===== src/rtl/npc_pkg.sv =====
package npc_pkg;
    parameter int IP_W   = 16;
    parameter int DISP_W = 8;
    localparam int CNT_W = 3;

    typedef enum logic [2:0] {
        K_JABS   = 3'd0,
        K_JREG   = 3'd1,
        K_JREL   = 3'd2,
        K_LC_IMM = 3'd3,
        K_LC_REG = 3'd4,
        K_SC_IMM = 3'd5,
        K_SC_REG = 3'd6,
        K_RET    = 3'd7
    } jkind_e;

    typedef struct packed {
        logic [IP_W-1:0]  ip;
        logic             busy;
        logic [CNT_W-1:0] cnt;
        jkind_e           kind;
        logic [IP_W-1:0]  tgt;
        logic [IP_W-1:0]  ret;
        logic             link_we;
        logic             push_req;
        logic             pop_take;
    } npc_state_t;
endpackage


===== src/rtl/npc_cond_eval.sv =====
module npc_cond_eval (
    input  logic [2:0] cond_i,
    input  logic       z_i,
    input  logic       c_i,
    output logic       take_o
);
    always_comb begin
        unique case (cond_i)
            3'd0:    take_o = 1'b1;
            3'd1:    take_o = !z_i;
            3'd2:    take_o = z_i;
            3'd3:    take_o = !c_i;
            3'd4:    take_o = c_i;
            3'd5:    take_o = !z_i && c_i;
            3'd6:    take_o = z_i || !c_i;
            default: take_o = 1'b0;
        endcase
    end
endmodule


===== src/rtl/npc_target_calc.sv =====
module npc_target_calc
    import npc_pkg::*;
(
    input  jkind_e           kind_i,
    input  logic [IP_W-1:0]  ip_i,
    input  logic [IP_W-1:0]  imm_i,
    input  logic [IP_W-1:0]  p_i,
    input  logic [IP_W-1:0]  q_i,
    input  logic             reg_sel_i,
    input  logic             take_i,
    output logic [IP_W-1:0]  tgt_o,
    output logic [IP_W-1:0]  ret_o,
    output logic [CNT_W-1:0] cycles_o
);
    localparam int EXT_W = IP_W - DISP_W;

    logic [IP_W-1:0] disp_ext;
    logic [IP_W-1:0] reg_src;
    logic [IP_W-1:0] len;

    assign disp_ext = {{EXT_W{imm_i[DISP_W-1]}}, imm_i[DISP_W-1:0]};
    assign reg_src  = reg_sel_i ? q_i : p_i;

    always_comb begin
        tgt_o    = imm_i;
        len      = IP_W'(1);
        cycles_o = CNT_W'(1);
        unique case (kind_i)
            K_JABS:   begin tgt_o = imm_i;   len = IP_W'(3); cycles_o = CNT_W'(3); end
            K_JREG:   begin tgt_o = reg_src; len = IP_W'(1); cycles_o = CNT_W'(1); end
            K_JREL:   begin
                len      = IP_W'(2);
                cycles_o = CNT_W'(2);
                tgt_o    = take_i ? (ip_i + IP_W'(2) + disp_ext) : (ip_i + IP_W'(2));
            end
            K_LC_IMM: begin tgt_o = imm_i;   len = IP_W'(3); cycles_o = CNT_W'(3); end
            K_LC_REG: begin tgt_o = reg_src; len = IP_W'(1); cycles_o = CNT_W'(1); end
            K_SC_IMM: begin tgt_o = imm_i;   len = IP_W'(3); cycles_o = CNT_W'(5); end
            K_SC_REG: begin tgt_o = reg_src; len = IP_W'(1); cycles_o = CNT_W'(3); end
            default:  begin tgt_o = imm_i;   len = IP_W'(1); cycles_o = CNT_W'(3); end
        endcase
        ret_o = ip_i + len;
    end
endmodule


===== src/rtl/branch_npc_unit.sv =====
module branch_npc_unit
    import npc_pkg::*;
#(
    parameter logic [15:0] RESET_IP = 16'h0000
) (
    input  logic        clk,
    input  logic        rst_n,
    input  logic        issue_i,
    input  logic [2:0]  kind_i,
    input  logic [2:0]  cond_i,
    input  logic        reg_sel_i,
    input  logic [15:0] imm_i,
    input  logic [15:0] p_i,
    input  logic [15:0] q_i,
    input  logic [15:0] pop_word_i,
    input  logic        flag_z_i,
    input  logic        flag_c_i,
    output logic [15:0] ip_o,
    output logic        busy_o,
    output logic        link_we_o,
    output logic [15:0] link_data_o,
    output logic        push_req_o,
    output logic [15:0] push_data_o,
    output logic        pop_take_o
);
    npc_state_t st_d, st_q;

    jkind_e           kind_w;
    logic             take_w;
    logic [IP_W-1:0]  tgt_w;
    logic [IP_W-1:0]  ret_w;
    logic [CNT_W-1:0] cyc_w;

    assign kind_w = jkind_e'(kind_i);

    npc_cond_eval u_cond (
        .cond_i (cond_i),
        .z_i    (flag_z_i),
        .c_i    (flag_c_i),
        .take_o (take_w)
    );

    npc_target_calc u_tgt (
        .kind_i    (kind_w),
        .ip_i      (st_q.ip),
        .imm_i     (imm_i),
        .p_i       (p_i),
        .q_i       (q_i),
        .reg_sel_i (reg_sel_i),
        .take_i    (take_w),
        .tgt_o     (tgt_w),
        .ret_o     (ret_w),
        .cycles_o  (cyc_w)
    );

    logic            apply;
    jkind_e          a_kind;
    logic [IP_W-1:0] a_tgt;

    always_comb begin
        st_d          = st_q;
        st_d.link_we  = 1'b0;
        st_d.push_req = 1'b0;
        st_d.pop_take = 1'b0;
        apply         = 1'b0;
        a_kind        = st_q.kind;
        a_tgt         = st_q.tgt;

        if (!st_q.busy && issue_i) begin
            st_d.kind = kind_w;
            st_d.tgt  = tgt_w;
            st_d.ret  = ret_w;
            if (cyc_w == CNT_W'(1)) begin
                apply  = 1'b1;
                a_kind = kind_w;
                a_tgt  = tgt_w;
            end else begin
                st_d.busy = 1'b1;
                st_d.cnt  = cyc_w - CNT_W'(1);
            end
        end else if (st_q.busy) begin
            st_d.cnt = st_q.cnt - CNT_W'(1);
            if (st_q.cnt == CNT_W'(1)) begin
                st_d.busy = 1'b0;
                apply     = 1'b1;
            end
        end

        if (apply) begin
            unique case (a_kind)
                K_RET: begin
                    st_d.ip       = pop_word_i + IP_W'(1);
                    st_d.pop_take = 1'b1;
                end
                K_LC_IMM, K_LC_REG: begin
                    st_d.ip      = a_tgt;
                    st_d.link_we = 1'b1;
                end
                K_SC_IMM, K_SC_REG: begin
                    st_d.ip       = a_tgt;
                    st_d.push_req = 1'b1;
                end
                default: st_d.ip = a_tgt;
            endcase
        end
    end

    always_ff @(posedge clk) begin
        if (!rst_n) begin
            st_q      <= '0;
            st_q.ip   <= RESET_IP;
            st_q.kind <= K_JABS;
        end else begin
            st_q <= st_d;
        end
    end

    assign ip_o        = st_q.ip;
    assign busy_o      = st_q.busy;
    assign link_we_o   = st_q.link_we;
    assign link_data_o = st_q.ret;
    assign push_req_o  = st_q.push_req;
    assign push_data_o = st_q.ret - IP_W'(1);
    assign pop_take_o  = st_q.pop_take;
endmodule


===== config.mk =====
export PLATFORM = sky130hd
export DESIGN_NAME = branch_npc_unit
export DESIGN_NICKNAME = d
export VERILOG_FILES = /design/src/rtl/npc_pkg.sv /design/src/rtl/npc_cond_eval.sv /design/src/rtl/npc_target_calc.sv /design/src/rtl/branch_npc_unit.sv
export SDC_FILE = /design/constraint.sdc
export NUM_CORES = 1
export LEC_CHECK = 0
export BUFFER_PORTS_ARGS = -buffer_cell sky130_fd_sc_hd__buf_2
export CORE_MARGIN = 3
export CORE_UTILIZATION = 44
export DETAILED_ROUTE_END_ITERATION = 8
export PLACE_DENSITY = 0.79
export SETUP_SLACK_MARGIN = 0.2
export SYNTH_ARGS = -nofsm -noshare
export SYNTH_HDL_FRONTEND = slang
export SYNTH_HIERARCHICAL = 1
export SYNTH_SLANG_ARGS = --single-unit

===== constraint.sdc =====
create_clock -name clk -period 3.6 [get_ports clk]
set_input_delay 0.72 -clock clk [delete_from_list [all_inputs] [get_ports clk]]
set_output_delay 0.72 -clock clk [all_outputs]
set_load 0.03 [all_outputs]

* Word level (Yosys, flattened, before mapping)
Index checks and enable logic that the tools add are counted.
** Storage, ports and cells
- Register bits after elaboration :: 58
- Bits of input ports :: 76
- Logic and storage cells :: 74
** Operators by class
- Add/sub/neg operators :: 7
- Eq/ne operators :: 20
- Mux-type cells :: 22
- Reductions and logical operators :: 16
** Operators by type and width (number)
- two-way mux 16 bit :: 5
- one-hot mux 16 bit (2 select lines) :: 1
- equality test 3 bit, second input constant :: 10
- adder 16 x 1 -> 16 bit, second input constant :: 1
- adder 16 bit :: 1
- adder 16 x 2 -> 16 bit :: 1
- adder 16 x 2 -> 16 bit, second input constant :: 1
- subtractor 16 x 1 -> 16 bit, second input constant :: 1
- equality test 3 x 2 -> 1 bit, second input constant :: 5
- equality test 3 x 1 -> 1 bit, second input constant :: 4
- two-way mux 4 bit :: 3
- one-hot mux 3 bit (3 select lines) :: 1
- two-way mux 1 bit :: 8
- one-hot mux 1 bit (7 select lines) :: 1
- logical NOT 3 bit :: 2
- two-way mux 3 bit :: 2
- OR reduction 2 bit :: 3
- OR reduction 3 bit :: 2
- subtractor 3 x 1 -> 3 bit, second input constant :: 2
- one-hot mux 2 bit (2 select lines) :: 1
- AND reduction 2 bit :: 2
- logical NOT 1 bit :: 3
- logical AND 1 bit :: 2
- != test 2 bit, second input constant :: 1
- other kinds (2) :: 2

* Logic depth before layout (Yosys ltp)
- Word-level depth :: 9
- Gate-level depth with buffers :: 15
- Depth with buffers taken out :: 14

* By module
The synthesis kept the hierarchy.
** By module, submodules not included
- branch_npc_unit :: times used 1, cells an instance 425, area an instance 3244.4 µm²
- npc_target_calc :: times used 1, cells an instance 259, area an instance 1885.6 µm²
- npc_cond_eval :: times used 1, cells an instance 8, area an instance 62.6 µm²

* Worst setup path after synthesis
OpenSTA, ideal clock, no wires.
- Kind :: reg-to-reg
- From :: register st_q, in the netlist ip_o[1]
- To :: register st_q, in the netlist ip_o[15]
- Library setup time :: 0.070 ns
- Arrival :: 3.240 ns
- Required time :: 3.530 ns
- Path slack :: 0.289 ns
- Stages on the path, launching flop included :: 15
- Path buffers :: 0
- Cell sequence :: dfxtp_1 -> ha_1 -> nand3_1 -> nor3_1 -> xor2_1 -> ha_1 -> and2_1 -> o211ai_1 -> o21bai_2 -> a31oi_1 -> mux4_2 -> nand2_1 -> o22ai_1 -> a211o_1 -> a21oi_1
** On the way
- Cells in the longest elaborated chain, start to end :: 7
** RTL lines
- start: declaration :: line branch_npc_unit.sv:26 : npc_state_t st_d, st_q;
- start signal: assignment :: line branch_npc_unit.sv:114 : st_q <= st_d;
- adder 16 x 2 -> 16 bit (*) :: line npc_target_calc.sv:34 : tgt_o = take_i ? (ip_i + IP_W'(2) + disp_ext) : (ip_i + IP_W'(2));
- adder 16 bit :: line npc_target_calc.sv:34
- two-way mux 16 bit (*) :: line npc_target_calc.sv:34
- one-hot mux 16 bit (2 select lines) (*) :: line npc_target_calc.sv:28 : unique case (kind_i)
- net tgt_w[15] :: line branch_npc_unit.sv:30 : logic [IP_W-1:0] tgt_w;
- two-way mux 16 bit (*) :: line branch_npc_unit.sv:73 : if (cyc_w == CNT_W'(1)) begin
- two-way mux 16 bit (*) :: line branch_npc_unit.sv:69 : if (!st_q.busy && issue_i) begin
- two-way mux 16 bit (*) :: line branch_npc_unit.sv:90 : unique case (a_kind)
The timed path passes the listed nets; every way through them passes the cells marked *.
A chain may end at the register's enable or synchronous reset.

* Worst setup path after layout
Same ends and word-level chain as after synthesis.

==> impl.org <==
** Power
- In this run the power density over the cells is about 370 nW/um2.
- Overall power consumption after layout is estimated at 2.31 mW.
- For this design the static power due to leakage is between 2 and 3 nW.
- Per report_power, the clock group accounts for between 30% and 40% of the total.
- Sw Ratio :: between 30% and 40%
- Sw Pwr :: between 0.8 and 0.9 mW
- Maximum resistive drop on vdd :: roughly 0.0004 V
- Relative contribution of sequential cells to total power :: between 30 and 40%
- Combinational group share of total power :: 35.7%
- Internal power summed over all cells :: 1.49 mW

** Clocking
- Master cell of the clock root buffer :: sky130_fd_sc_hd__clkbuf_16
- Level count of the clock H-tree :: 3
- Clock tree synthesis found a total of 58 sinks.
- At the later pin of the worst-skew pair, clock insertion delay measures ~330 ps.
- Counting along the longest clock path gives a buffer depth of 2.
- Clock-pin slew was measured on the worst setup and hold paths at roughly 50 ps.
- Number of buffers created by CTS :: 9
- TritonCTS built the clock tree.

** Worst setup path
- STA puts the critical path data arrival time at 3560 ps.
- The critical path starts at ip_o[1].
- Worst setup path category :: reg -> reg
- WP data required :: 3860 ps
- Worst setup SP type :: register
- Max FO, Critical Path :: 3
- Worst reg2reg path depth :: 14
- The worst register-to-register path ends at ip_o[15].
- FF-to-FF setup slack :: 290 ps
- Critical path destination :: ip_o[15]
- Type of element capturing the critical path :: register
- Worst reg2reg path startpoint :: ip_o[1]

** Die
- During I/O placement, the number of pins put on the boundary was ~130.
- From bottom edge to top edge, the die measures roughly 110 um.
- Core area :: around 11000 um2
- Once the floorplan was initialized, standard cells occupied approximately 45% of the core.
- Die Footprint :: between 10000 and 15000 um2
- Horizontal die dimension :: approximately 110 um
- The floorplan has 39 rows.

** Synthesis
- Warnings, synthesis :: 6
- For this run, asynchronously set or reset flops after synthesis account for 0%.
- Top area cells in the synthesized netlist :: sky130_fd_sc_hd__dfxtp_1 22%, sky130_fd_sc_hd__nand2_1 8.5%, sky130_fd_sc_hd__ha_1 6.3%
- Multiplexer share of the synthesized area :: approximately 5.7%
- The share of the Yosys chip area taken by registers is between 20% and 30%.
- Post-synthesis net count :: between 700 and 800
- Summing the areas of all xor and xnor instances in the mapped netlist gives 11.1% of the synthesized area.
- After Yosys synthesis, full adders, half adders and majority gates account for ~7.0% of the synthesized area.
- Synthesized area divided by synthesized cell count :: between 7 and 8 um2
- Top-area cell type share of the netlist area :: around 22%
- Number of synthesized flops with an enable pin :: 0
- Among all flip-flop cells after synthesis, the most frequent one is sky130_fd_sc_hd__dfxtp_1.
- Distinct cell type count of the synthesized netlist :: 68
- Gate count after technology mapping :: 692
- The synthesized netlist devotes 21.7% of its cell area to compound gates.
- The synthesized netlist occupies a cell area of between 5000 and 6000 um2.
- Flops & latches, synth :: between 50 and 60
- Dominant combinational cell family by area after synthesis :: simple AND/OR/NAND/NOR gates
- Of all cell types, the one taking the most synthesized area is sky130_fd_sc_hd__dfxtp_1.
- Of the total synthesized cell area, the portion taken by AND, OR, NAND and NOR gates is between 20% and 30%.

** Final layout
- Area of all sequential standard cells :: ~1200 um2
- Share of layout cells above drive strength 1 :: 27.3%
- Fillcell total :: around 1100
- The number of antenna diodes in the final layout is 0.
- After the flow finishes, the layout carries non-filler instances totaling 949.
- Combined area of the multi-input logic cells :: roughly 3700 um2
- Compared with the post-synthesis result, the final layout area differs by 21.3%.
- Area of all placed cells without fillers :: 6300 um2
- Count of nets after finishing :: 906

** Routing
- Number of vias in the routed layout :: around 5400
- After detailed routing, the average wire length per cell comes to around 16 um.
- For this block, the routed nets add up to 15700 um of wire.
- Vias per Instance :: ~5.7
- After detailed routing, the number of remaining DRC violations is 0.
- Initial DRT Pass Iterations :: 6
- Antenna Nets Post-Route :: 0
- Number of DRC markers after the initial detailed-route iteration :: around 450

** STA
- For the pin with the worst max-slew slack, the measured transition is roughly 700 ps.
- In the finished design, the share of the clock period the worst path needs comes to 91.8%.
- Fmax achieved :: roughly 300 MHz
- Setup repair after global routing missed its margin :: true
- The final-report max-slew violation count was 0.
- In this run the tightest slew margin relative to its limit is between 50% and 60%.
- The hold violation count in the final report is 0.
- After layout, the worst setup slack is 295 ps.
- Between clock sinks in the finished design, the worst skew comes to 5.92 ps.
- Finish-stage setup viols :: 0
- Post-Route Setup TNS :: 0 ps
- The worst path needs between 3000 and 4000 ps of the cycle, external delays included.

** Place
- Worst setup slack after placement :: slightly below 300 ps
- Once detailed placement completed, the half-perimeter wirelength came to ~12000 um.
- Counting tap cells, the placed design contains a total of 930 instances.
- After detailed placement, the total cell area comes to 5890 um2.
- Placer congestion estimate :: between 1 and 1.5
- Count of port buffers added during placement :: ~130

** GRT
- The number of antenna violations at the first check in global routing is 0.
- Overflow left after global routing :: 0
- Entering global routing, the biggest net connects between 40 and 50 pins.
- The first global-routing pass estimated 25100 um of wire.
- Vias in the first global route :: 5038
- Global Route Usage Sum :: between 20% and 30%

** Run status
- The run finished with clean final reports.

** Min path
- Worst min-delay path category :: reg -> reg

** Job
- Max-cap violation count :: 0
-- kinds of logic (layout without fill, tap and decap cells) --
kind of cell               count (synthesis)  after routing
and+or+nand+nor                          257            257
DFF                                       58             58
muxes                                     28             28
adders and majority gates                 28             28
xor gates and xnor gates                  66             66
AOI/OAI and AO/OA                        171            171
buffers and inverters                     84            198
-- area by class of cell --
type	instances	area share, %
clock inverters	3	0.238
well taps	143	2.84
clock buffers	12	4.07
inverters	22	1.31
multi-input cells	550	58.8
flip-flops and latches	58	18.5
repair buffers	161	14.3
-- layout by cell type (no fill, tap or decap), types with 4 or more instances in the layout --
| cell type | n |
|---|---|
| sky130_fd_sc_hd__nor2_1 | 47 |
| sky130_fd_sc_hd__o21a_1 | 8 |
| sky130_fd_sc_hd__o21ai_0 | 15 |
| sky130_fd_sc_hd__a211o_1 | 8 |
| sky130_fd_sc_hd__mux2i_1 | 26 |
| sky130_fd_sc_hd__a31oi_1 | 7 |
| sky130_fd_sc_hd__o22ai_1 | 8 |
| sky130_fd_sc_hd__xor2_1 | 32 |
| sky130_fd_sc_hd__nor2_2 | 4 |
| sky130_fd_sc_hd__o211ai_1 | 7 |
| sky130_fd_sc_hd__ha_1 | 22 |
| sky130_fd_sc_hd__o21ai_1 | 5 |
| sky130_fd_sc_hd__nand2b_1 | 5 |
| sky130_fd_sc_hd__nand4_1 | 10 |
| sky130_fd_sc_hd__a221oi_1 | 4 |
| sky130_fd_sc_hd__a21o_1 | 8 |
| sky130_fd_sc_hd__nor3_1 | 13 |
| sky130_fd_sc_hd__clkbuf_16 | 9 |
| sky130_fd_sc_hd__o221ai_1 | 7 |
| sky130_fd_sc_hd__o31ai_1 | 8 |
| sky130_fd_sc_hd__xnor2_1 | 30 |
| sky130_fd_sc_hd__buf_4 | 33 |
| sky130_fd_sc_hd__buf_2 | 126 |
| sky130_fd_sc_hd__nand2_1 | 115 |
| sky130_fd_sc_hd__nand3_1 | 20 |
| sky130_fd_sc_hd__dfxtp_1 | 56 |
| sky130_fd_sc_hd__nor4_1 | 7 |
| sky130_fd_sc_hd__inv_1 | 20 |
| sky130_fd_sc_hd__a21oi_1 | 62 |
-- registers in the layout (all words and copies together) (netlist names) --
register	cells
link_we_o	1
busy_o	1
pop_take_o	1
link_data_o	16
ip_o	16
st_q	22
push_req_o	1
-- timing repair --
item,in CTS,in global routing
buffers inserted,0,4
resized for setup,0,26
endpoints found under the setup margin,0,8
hold buffers,0,0
-- through the flow --
stage	hold WS, ps	util [%]
final	454	54.9
after detailed placement	450	51.3
after CTS	457	53.7
after global placement	444	51.3
after global routing	472	54.9
after floorplan	436	-
-- worst min path at each step --
stage                          end  slack, ps  startpoint  cells after the start
after floorplan           st_q[26]        440    st_q[26]                      2
after global placement    st_q[30]        440    st_q[30]                      2
after detailed placement  st_q[30]        450    st_q[30]                      2
after CTS                 st_q[22]        460    st_q[22]                      2
after global routing      st_q[26]        470    st_q[26]                      2
final                     st_q[22]        450    st_q[22]                      2
-- worst max-delay path, stage by stage (launching register included) --
cell and delay, ps:
sky130_fd_sc_hd__dfxtp_1 340, sky130_fd_sc_hd__ha_1 190, sky130_fd_sc_hd__nand3_1 130, sky130_fd_sc_hd__nor3_1 250
sky130_fd_sc_hd__xor2_1 150, sky130_fd_sc_hd__ha_1 350, sky130_fd_sc_hd__and2_4 170, sky130_fd_sc_hd__o211ai_1 80
sky130_fd_sc_hd__o21bai_2 230, sky130_fd_sc_hd__a31oi_2 220, sky130_fd_sc_hd__mux4_2 540, sky130_fd_sc_hd__nand2_2 100
sky130_fd_sc_hd__o22ai_1 70, sky130_fd_sc_hd__a211o_1 290, sky130_fd_sc_hd__a21oi_2 130
-- routing by layer --
layer  GRT usage, %  up-vias  part of all wire [%]
met5              0        -                     0
met4           9.42        0                   3.5
met3           5.07       39                   9.3
met2           37.4      266                    45
met1           31.8     2483                    42
li1               -     2649                     -
-- power groups by stage --
stage               combinational (mW)  sequential, mW  clock [mW]
finish                           0.825           0.711       0.776
global route                     0.903           0.714       0.810
CTS                              0.801           0.709       0.788
detailed placement               0.799           0.722           0
global placement                 0.791           0.721           0
floorplan                        0.574           0.722           0
-- synth_stat cells, types with 9 or more instances --
| cell | instances |
|---|---|
| sky130_fd_sc_hd__dfxtp_1 | 58 |
| sky130_fd_sc_hd__xnor2_1 | 33 |
| sky130_fd_sc_hd__mux2i_1 | 26 |
| sky130_fd_sc_hd__ha_1 | 26 |
| sky130_fd_sc_hd__nand3_1 | 21 |
| sky130_fd_sc_hd__buf_4 | 32 |
| sky130_fd_sc_hd__xor2_1 | 33 |
| sky130_fd_sc_hd__nand2_1 | 117 |
| sky130_fd_sc_hd__nor2_1 | 51 |
| sky130_fd_sc_hd__nor3_1 | 13 |
| sky130_fd_sc_hd__o21ai_0 | 15 |
| sky130_fd_sc_hd__inv_1 | 20 |
| sky130_fd_sc_hd__o31ai_1 | 9 |
| sky130_fd_sc_hd__clkbuf_1 | 22 |
| sky130_fd_sc_hd__a21oi_1 | 63 |
| sky130_fd_sc_hd__nand4_1 | 10 |
No activity file was read; power rests on OpenSTA's default activity.
